File: src/rtl/gd_pkg.sv
package gd_pkg;
  typedef enum logic [1:0] {
    LEG_IDLE = 2'd0,
    LEG_HIGH = 2'd1,
    LEG_LOW  = 2'd2
  } leg_state_e;
endpackage

File: src/rtl/gd_sync.sv
module gd_sync #(
  parameter int W = 1,
  parameter int STAGES = 2,
  parameter logic [W-1:0] RST_VAL = '0
) (
  input  logic         clk,
  input  logic         rst,
  input  logic [W-1:0] d,
  output logic [W-1:0] q
);
  logic [W-1:0] stg [STAGES];

  always_ff @(posedge clk) begin
    if (rst) begin
      for (int i = 0; i < STAGES; i++) stg[i] <= RST_VAL;
    end else begin
      stg[0] <= d;
      for (int i = 1; i < STAGES; i++) stg[i] <= stg[i-1];
    end
  end

  assign q = stg[STAGES-1];
endmodule

File: src/rtl/gd_filter.sv
module gd_filter #(
  parameter int CYC = 30
) (
  input  logic clk,
  input  logic rst,
  input  logic x,
  output logic y
);
  localparam int CW = $clog2(CYC + 1);
  logic [CW-1:0] cnt;

  always_ff @(posedge clk) begin
    if (rst) begin
      y   <= 1'b0;
      cnt <= '0;
    end else if (x == y) begin
      cnt <= '0;
    end else if (cnt == CW'(CYC - 1)) begin
      y   <= x;
      cnt <= '0;
    end else begin
      cnt <= cnt + 1'b1;
    end
  end
endmodule

File: src/rtl/gd_leg.sv
module gd_leg
  import gd_pkg::*;
#(
  parameter int DEAD_CYC = 31
) (
  input  logic clk,
  input  logic rst,
  input  logic hreq,
  input  logic lreq,
  input  logic hs_blk,
  input  logic ls_blk,
  input  logic hs_uv,
  output logic hs_on,
  output logic ls_on
);
  localparam int DW = $clog2(DEAD_CYC + 1);

  leg_state_e    state;
  logic [DW-1:0] dcnt;
  logic          hreq_d, armed;
  logic          hrise, arm_now, h_want, l_want;

  // a high-side request counts only if it began after the last dropout
  assign hrise   = hreq & ~hreq_d;
  assign arm_now = hreq & (armed | hrise) & ~hs_uv;
  assign h_want  = arm_now & ~hs_blk;
  assign l_want  = lreq & ~ls_blk;

  always_ff @(posedge clk) begin
    if (rst) begin
      hreq_d <= 1'b0;
      armed  <= 1'b0;
    end else begin
      hreq_d <= hreq;
      armed  <= arm_now;
    end
  end

  always_ff @(posedge clk) begin
    if (rst) begin
      state <= LEG_IDLE;
      dcnt  <= '0;
    end else begin
      case (state)
        LEG_HIGH: if (!h_want) begin
          state <= LEG_IDLE;
          dcnt  <= DW'(DEAD_CYC - 1);
        end
        LEG_LOW: if (!l_want) begin
          state <= LEG_IDLE;
          dcnt  <= DW'(DEAD_CYC - 1);
        end
        default: begin
          if (dcnt != '0)           dcnt  <= dcnt - 1'b1;
          else if (h_want && !l_want) state <= LEG_HIGH;
          else if (l_want && !h_want) state <= LEG_LOW;
        end
      endcase
    end
  end

  assign hs_on = (state == LEG_HIGH);
  assign ls_on = (state == LEG_LOW);
endmodule

File: src/rtl/gd_interlock3.sv
module gd_interlock3 #(
  parameter int LEGS        = 3,
  parameter int FILT_CYC    = 30,
  parameter int DEAD_CYC    = 31,
  parameter int SYNC_STAGES = 2
) (
  input  logic            clk,
  input  logic            rst,
  input  logic [LEGS-1:0] hs_cmd_n,
  input  logic [LEGS-1:0] ls_cmd_n,
  input  logic            enable,
  input  logic            trip,
  input  logic            ls_uv,
  input  logic [LEGS-1:0] hs_uv,
  output logic [LEGS-1:0] hs_gate,
  output logic [LEGS-1:0] ls_gate
);
  // synchronizer bit layout: commands, enable, trip, ls_uv, hs_uv
  localparam int NCMD = 2 * LEGS;
  localparam int NSYN = NCMD + 3 + LEGS;
  localparam logic [NSYN-1:0] SYN_RST = {{(LEGS + 3){1'b0}}, {NCMD{1'b1}}};

  logic [NSYN-1:0] raw, syn;
  logic [NCMD:0]   filt_in, filt_out;
  logic            en_f, trip_s, ls_uv_s;
  logic [LEGS-1:0] hs_uv_s;

  assign raw = {hs_uv, ls_uv, trip, enable, ls_cmd_n, hs_cmd_n};

  gd_sync #(.W(NSYN), .STAGES(SYNC_STAGES), .RST_VAL(SYN_RST)) u_sync (
    .clk(clk), .rst(rst), .d(raw), .q(syn)
  );

  // commands inverted to active-high requests, enable passed straight
  assign filt_in = {syn[NCMD], ~syn[NCMD-1:0]};
  assign trip_s  = syn[NCMD+1];
  assign ls_uv_s = syn[NCMD+2];
  assign hs_uv_s = syn[NSYN-1:NCMD+3];

  generate
    for (genvar f = 0; f <= NCMD; f++) begin : g_filt
      gd_filter #(.CYC(FILT_CYC)) u_filt (
        .clk(clk), .rst(rst), .x(filt_in[f]), .y(filt_out[f])
      );
    end
  endgenerate

  assign en_f = filt_out[NCMD];

  generate
    for (genvar g = 0; g < LEGS; g++) begin : g_leg
      gd_leg #(.DEAD_CYC(DEAD_CYC)) u_leg (
        .clk(clk), .rst(rst),
        .hreq(filt_out[g]), .lreq(filt_out[LEGS+g]),
        .hs_blk(~en_f | trip_s | hs_uv_s[g]),
        .ls_blk(~en_f | trip_s | ls_uv_s),
        .hs_uv(hs_uv_s[g]),
        .hs_on(hs_gate[g]), .ls_on(ls_gate[g])
      );
    end
  endgenerate
endmodule

File: config.mk
export PLATFORM = sky130hd
export DESIGN_NAME = gd_interlock3
export DESIGN_NICKNAME = d
export VERILOG_FILES = /design/src/rtl/gd_pkg.sv /design/src/rtl/gd_sync.sv /design/src/rtl/gd_filter.sv /design/src/rtl/gd_leg.sv /design/src/rtl/gd_interlock3.sv
export SDC_FILE = /design/constraint.sdc
export NUM_CORES = 1
export LEC_CHECK = 0
export BUFFER_PORTS_ARGS = -buffer_cell sky130_fd_sc_hd__buf_2
export CORE_MARGIN = 5
export CORE_UTILIZATION = 55
export DETAILED_ROUTE_END_ITERATION = 16
export GPL_ROUTABILITY_DRIVEN = 0
export GPL_TIMING_DRIVEN = 0
export PLACE_DENSITY = 0.8
export SLEW_MARGIN = 10
export SYNTH_ARGS = -nofsm -noshare
export SYNTH_HDL_FRONTEND = slang
export SYNTH_SLANG_ARGS = --single-unit
File: constraint.sdc
create_clock -name clk -period 2.8 [get_ports clk]
set_clock_uncertainty 0.2 [all_clocks]
set_input_delay 0.14 -clock clk [delete_from_list [all_inputs] [get_ports clk]]
set_output_delay 0.14 -clock clk [all_outputs]
set_load 0.005 [all_outputs]
Word-level counts from Yosys, hierarchy flattened
Memory sizes are Yosys's and may differ from the RTL's.
Cells that the tools add are included.
{"block": "op_classes", "addsub": 10, "n_mul": 0, "div_mod_pow": 0, "magnitude_cmp": 0, "eq_ne": 29, "shifts": 0, "mux": 35, "bitwise_logic": 44, "reduce_logical": 41}
{"op": "5-bit 2-to-1 mux", "count": 9}
{"op": "5-bit by 1-bit adder with 5-bit output, second input constant", "count": 7}
{"op": "5-bit == test, second input constant", "count": 7}
{"op": "2-bit 2-to-1 mux", "count": 15}
{"op": "5-bit one-hot mux with 2 select lines", "count": 3}
{"op": "12-bit 2-to-1 mux", "count": 2}
{"op": "3-bit OR reduction", "count": 7}
{"op": "1-bit NOT", "count": 18}
{"op": "1-bit AND", "count": 15}
{"op": "5-bit nonzero test", "count": 3}
{"op": "5-bit by 1-bit subtractor with 5-bit output, second input constant", "count": 3}
{"op": "2-bit AND reduction", "count": 7}
{"op": "2-bit != test, second input constant", "count": 6}
{"op": "2-bit one-hot mux with 2 select lines", "count": 3}
{"op": "4-bit AND reduction", "count": 3}
{"op": "4-bit nonzero test", "count": 3}
{"op": "1-bit OR", "count": 10}
{"op": "3-bit by 1-bit != test with 1-bit output, second input constant", "count": 3}
{"op": "3-bit AND reduction", "count": 3}
{"op": "3-bit nonzero test", "count": 3}
{"op": "1-bit == test", "count": 7}
{"op": "2-bit by 1-bit == test with 1-bit output, second input constant", "count": 3}
{"op": "2-bit == test, second input constant", "count": 3}
{"op": "1-bit logical AND", "count": 6}
{"op": "3 further kinds", "count": 10}
{"block": "word_totals", "register_bits": 69, "latchBits": 0, "ram_bits": 24, "romBits": 0, "word_cells": 186, "n_memories": 1}
{"memory": "u_sync.stg", "depth": 2, "width": 12, "read_ports": 2, "rd_clocked_by_memory_dff": 0, "wr": 2, "line_no": "gd_sync.sv:11", "text": "logic [W-1:0] stg [STAGES];"}

Depth between registers and ports, before layout
{"block": "depth", "word_depth": 12, "mapped_depth": 8}

Cells and area by module
Synthesis repeated with hierarchy kept, for this count alone.
{"block": "hier_totals", "hier_cells": 429, "area_unflattened_um2": 4167.7}
{"module": "gd_filter", "n_inst": 7, "cells_each": 24, "area_each_um2": 244.0}
{"module": "gd_leg", "n_inst": 3, "cells_each": 63, "area_each_um2": 551.8}
{"module": "gd_sync", "n_inst": 1, "cells_each": 62, "area_each_um2": 747.0}
{"module": "gd_interlock3", "n_inst": 1, "cells_each": 10, "area_each_um2": 57.6}

Worst setup path before layout
Ideal clock, no wire load.
{"block": "synth_timing", "path_type": "reg-to-reg", "startpoint": "register g_leg[1].u_leg.hreq_d", "endpoint": "register g_leg[1].u_leg.state[1]", "setup_ns": 0.101, "t_arrival_ns": 1.885, "path_slack_ns": 0.614, "stages_incl_launch_ff": 8, "n_path_buf": 0, "path_cell_list": "dfxtp_1 nor2b_1 or3b_2 nor2_1 ha_1 a221oi_1 nand3_1 o41ai_1"}
{"block": "synth_between", "elab_chain_len": 10, "word_cells_on_any_way": 15}
{"element": "start, declared", "line_no": "gd_leg.sv:20", "text": "logic hreq_d, armed;"}
{"element": "start signal, assigned", "line_no": "gd_leg.sv:34", "text": "hreq_d <= hreq;"}
{"element": "1-bit NOT (*)", "line_no": "gd_leg.sv:24", "text": "assign hrise = hreq & ~hreq_d;"}
{"element": "1-bit AND (*)", "line_no": "gd_leg.sv:24"}
{"element": "1-bit OR (*)", "line_no": "gd_leg.sv:25", "text": "assign arm_now = hreq & (armed | hrise) & ~hs_uv;"}
{"element": "1-bit AND (*) (2 in series)", "line_no": "gd_leg.sv:25"}
{"element": "1-bit AND (*)", "line_no": "gd_leg.sv:26", "text": "assign h_want = arm_now & ~hs_blk;"}
{"element": "1-bit logical AND / 1-bit logical NOT (equally long branches)"}
{"element": "2-bit 2-to-1 mux / 1-bit logical AND (equally long branches)", "line_no": "gd_leg.sv:55, gd_leg.sv:56"}
{"element": "2-bit 2-to-1 mux / 4-bit nonzero test (equally long branches)"}
{"element": "2-bit one-hot mux with 2 select lines / 4-bit AND reduction (equally long branches)"}
{"element": "end signal, assigned", "line_no": "gd_leg.sv:46", "text": "state <= LEG_IDLE;"}
{"element": "end signal, assigned", "line_no": "gd_leg.sv:55", "text": "else if (h_want && !l_want) state <= LEG_HIGH;"}
{"element": "end signal, assigned", "line_no": "gd_leg.sv:56", "text": "else if (l_want && !h_want) state <= LEG_LOW;"}
{"element": "end, declared", "line_no": "gd_leg.sv:18", "text": "leg_state_e state;"}
Every way passes the cells marked *; elsewhere a longest branch is shown, timed or not. The select of a mux whose other input is x is not followed.
A chain may end at the register's enable or synchronous reset.

Worst setup path after layout
{"block": "layout_timing", "startpoint": "register g_filt[1].u_filt.y", "endpoint": "register g_leg[1].u_leg.state[1]"}
{"block": "layout_between", "elab_chain_len": 9, "word_cells_on_any_way": 14}
{"element": "start, declared", "line_no": "gd_filter.sv:7", "text": "output logic y"}
{"element": "start signal, assigned", "line_no": "gd_filter.sv:14", "text": "y <= 1'b0;"}
{"element": "start signal, assigned", "line_no": "gd_filter.sv:19", "text": "y <= x;"}
{"element": "1-bit AND", "line_no": "gd_leg.sv:24"}
{"element": "1-bit OR", "line_no": "gd_leg.sv:25"}
{"element": "1-bit AND (*) (2 in series)", "line_no": "gd_leg.sv:25"}
{"element": "1-bit AND (*)", "line_no": "gd_leg.sv:26"}
{"element": "1-bit logical AND / 1-bit logical NOT (equally long branches)"}
{"element": "2-bit 2-to-1 mux / 1-bit logical AND (equally long branches)", "line_no": "gd_leg.sv:55, gd_leg.sv:56"}
{"element": "2-bit 2-to-1 mux / 4-bit nonzero test (equally long branches)"}
{"element": "2-bit one-hot mux with 2 select lines / 4-bit AND reduction (equally long branches)"}
Marked as above.

==> results.tsv <==
metric	value	unit
full die area	9200	um2
Hold Crit Class	in2reg	
syn avg cell area	9.69	um2
first drt pass iteration count	4	
Root Buffer	clkbuf_8	
largest net degree at the start of global routing	17	
async set or reset register ratio after synthesis	0	
final worst setup slack	0.294	ns
Pleak	0.00180	uW
Max Transition Viols Final	0	
die width	95.9	um
Die Y	95.9	um
final instance area	4610	um2
P&R area growth vs syn	13.6	%
Arr. time, crit path	2.55	ns
Top Ports	20	
final setup violation count	0	
Sequential Area	1860	um2
critical path required time	2.84	ns
Post-CTS Resized	0	
Post-DRT Antenna Nets	0	
met3 routed WL	212	um
status	finished, final reports clean	
CTS clk-pin slew, worst paths	0.09	ns
routed metal-1 wirelength	3.50	mm
Final min period	2.51	ns
Synth Cell Area	4060	um2
post-synthesis register bit count	93	
DR WL/cell	13.3	um
PD cells	679	nW/um2
Setup TNS	0	ns
Area contributors post-synth	dfxtp_1 (46%), ha_1 (8.0%), nor2_1 (4.9%), xor2_1 (4.3%), nand3_1 (2.5%)	
unrepaired setup endpoints after global routing	no	
# clock sinks	93	
multi-input combinational cell area	1980	um2
filler cell count in the final layout	572	
fin crit share	0.895	
pre-CTS worst setup slack	0.298	ns
GRT Residual Overflow	0	
Primary FF master, synth	dfxtp_1	
Avg Vias per Cell	5.34	
Vias	3009	
EDFF count, synth	0	
Yosys Warn Count	0	
global-route wire length before repair	13.3	mm
Starting Density	0.563	
initial antenna violation count	0	
gr usage total	0.184	
Crit. End Element	flip-flop	
Distinct cells, synth	47	
placed instance area	4280	um2
Critical Path Source Type	flip-flop	
Seq/Total Area, Yosys	0.458	
H-tree lvl count	3	
Final Hold Viols	0	
cts bufs inserted	9	
drt drc	0	
NumNets Final	500	
largest area contributor in the netlist	dfxtp_1	
kind of critical path	reg2reg	
fraction of layout cells with a size suffix above 1	0.144	
cells after synthesis	419	
antenna cell count	0	
maxcap violations	0	
setup bufs post-CTS	0	
final non-filler cell total	564	
Slew HR	0.626	
Max FO, Critical Path	5	
fmax	399	MHz
Synth top area share	0.458	
routed wl met2	3.61	mm
Worst Tran Pin Value	0.560	ns
CTS tree	built	
hpwl dp	5.10	mm
worst vdd ir	0.394	mV
clk buf depth	2	
Placed Instances	536	
syn_nets	459	
Total Wirelength	7.51	mm
Rows	31	
core area	7210	um2
Clock Latency Late Sink	0.35	ns
Port Buffer Count	18	
uppermost layer routed	met4	
vias in the first global route	2975	
DRT iter0 DRCs	132	
final timing paths:
| kind | startpoint | to | slack, ns | cells after the start |
|---|---|---|---|---|
| worst min register to register | u_sync.stg[0][0]$_SDFF_PP1_ | u_sync.stg[0][12]$_SDFF_PP1_ | 0.21 | 1 |
| worst max register to register | g_filt[1].u_filt.y$_SDFFE_PP0P_ | g_leg[1].u_leg.state[1]$_SDFFE_PP0P_ | 0.29 | 6 |
| worst min-delay path | rst | g_leg[0].u_leg.state[0]$_SDFFE_PP0P_ | 0.12 | 2 |
| worst max-delay path | g_filt[1].u_filt.y$_SDFFE_PP0P_ | g_leg[1].u_leg.state[1]$_SDFFE_PP0P_ | 0.29 | 6 |
metrics by stage:
stage           util  total power [uW]  hold slack, ns
2_1_floorplan      -              2040          0.0438
3_3_place_gp   0.593              2130           0.124
3_5_place_dp   0.593              2160           0.128
4_1_cts        0.640              3150           0.119
5_1_grt        0.640              3310           0.132
6_report       0.640              3130           0.117
per-layer routing:
layer / up-vias / global-route usage
met2: 41 / 0.305
li1: 1547 / -
met3: 16 / 0.0321
met1: 1405 / 0.231
met5: - / 0
met4: 0 / 0.0912
report_power, final:
group,switching (uW),leakage (uW),internal [uW]
Clock,466,0.000112,511
Sequential,97.4,0.000759,1430
Combinational,291,0.000926,342
state kept, by name, summed over array words and instances (netlist names):
name                count
g_filt.u_filt.cnt      35
u_sync.stg             24
g_leg.u_leg.dcnt       15
g_filt.u_filt.y         7
g_leg.u_leg.state       6
g_leg.u_leg.armed       3
g_leg.u_leg.hreq_d      3
kinds of logic after synthesis:
family,count (synthesis),synth area share
xor gates and xnor gates,28,0.0604
buffers and inverters,43,0.0536
and+or+nand+nor,174,0.232
muxes,1,0.00246
AOI/OAI and AO/OA,54,0.113
DFF,93,0.458
adders and majority gates,26,0.0801
Yosys cell counts, drive strengths merged (5+ instances only):
cell    number
nor3         5
a41oi        7
o31ai        6
or3          6
ha          26
clkbuf       8
nand2       18
xor2        20
dfxtp       93
nand3       20
a211oi      13
xnor2        8
and4         6
nand2b       6
a311oi       6
or2         12
nor2        53
a311o        6
inv         22
a31oi        5
nor2b       16
buf         11
and3         8
nor3b        5
final cells by class:
type,count,share of cell area
Inverter,22,0.0179
Clock inverter,6,0.0198
Sequential cell,93,0.403
Buffer,21,0.0293
Clock buffer,10,0.0277
Multi-Input combinational cell,283,0.430
Tap cell,99,0.0268
Timing Repair Buffer,30,0.0456
what timing repair did:
item / CTS / global route
hold buffers: 12 / 0
endpoints found under the setup margin: 0 / 0
hold endpoints to repair: 12 / 0
critical path: stages (launching register included):
cell and delay, ns:
dfxtp_1 0.42, or3b_2 0.48, nor2_1 0.11, ha_1 0.25, a221oi_1 0.48, nand3_1 0.17
o41ai_1 0.29
cell usage in the layout, fill, tap and decap left out, types with 7 or more instances in the layout:
cell type / n
a211oi_1: 13
buf_2: 19
xnor2_1: 8
nand3_1: 20
nand2_1: 18
or2_2: 12
nor2_1: 53
clkbuf_1: 9
clkbuf_8: 9
dfxtp_1: 93
xor2_1: 20
dlygate4sd3_1: 12
ha_1: 26
nor2b_1: 16
inv_1: 22
a41oi_1: 7
(Power assumes the default switching activity.)
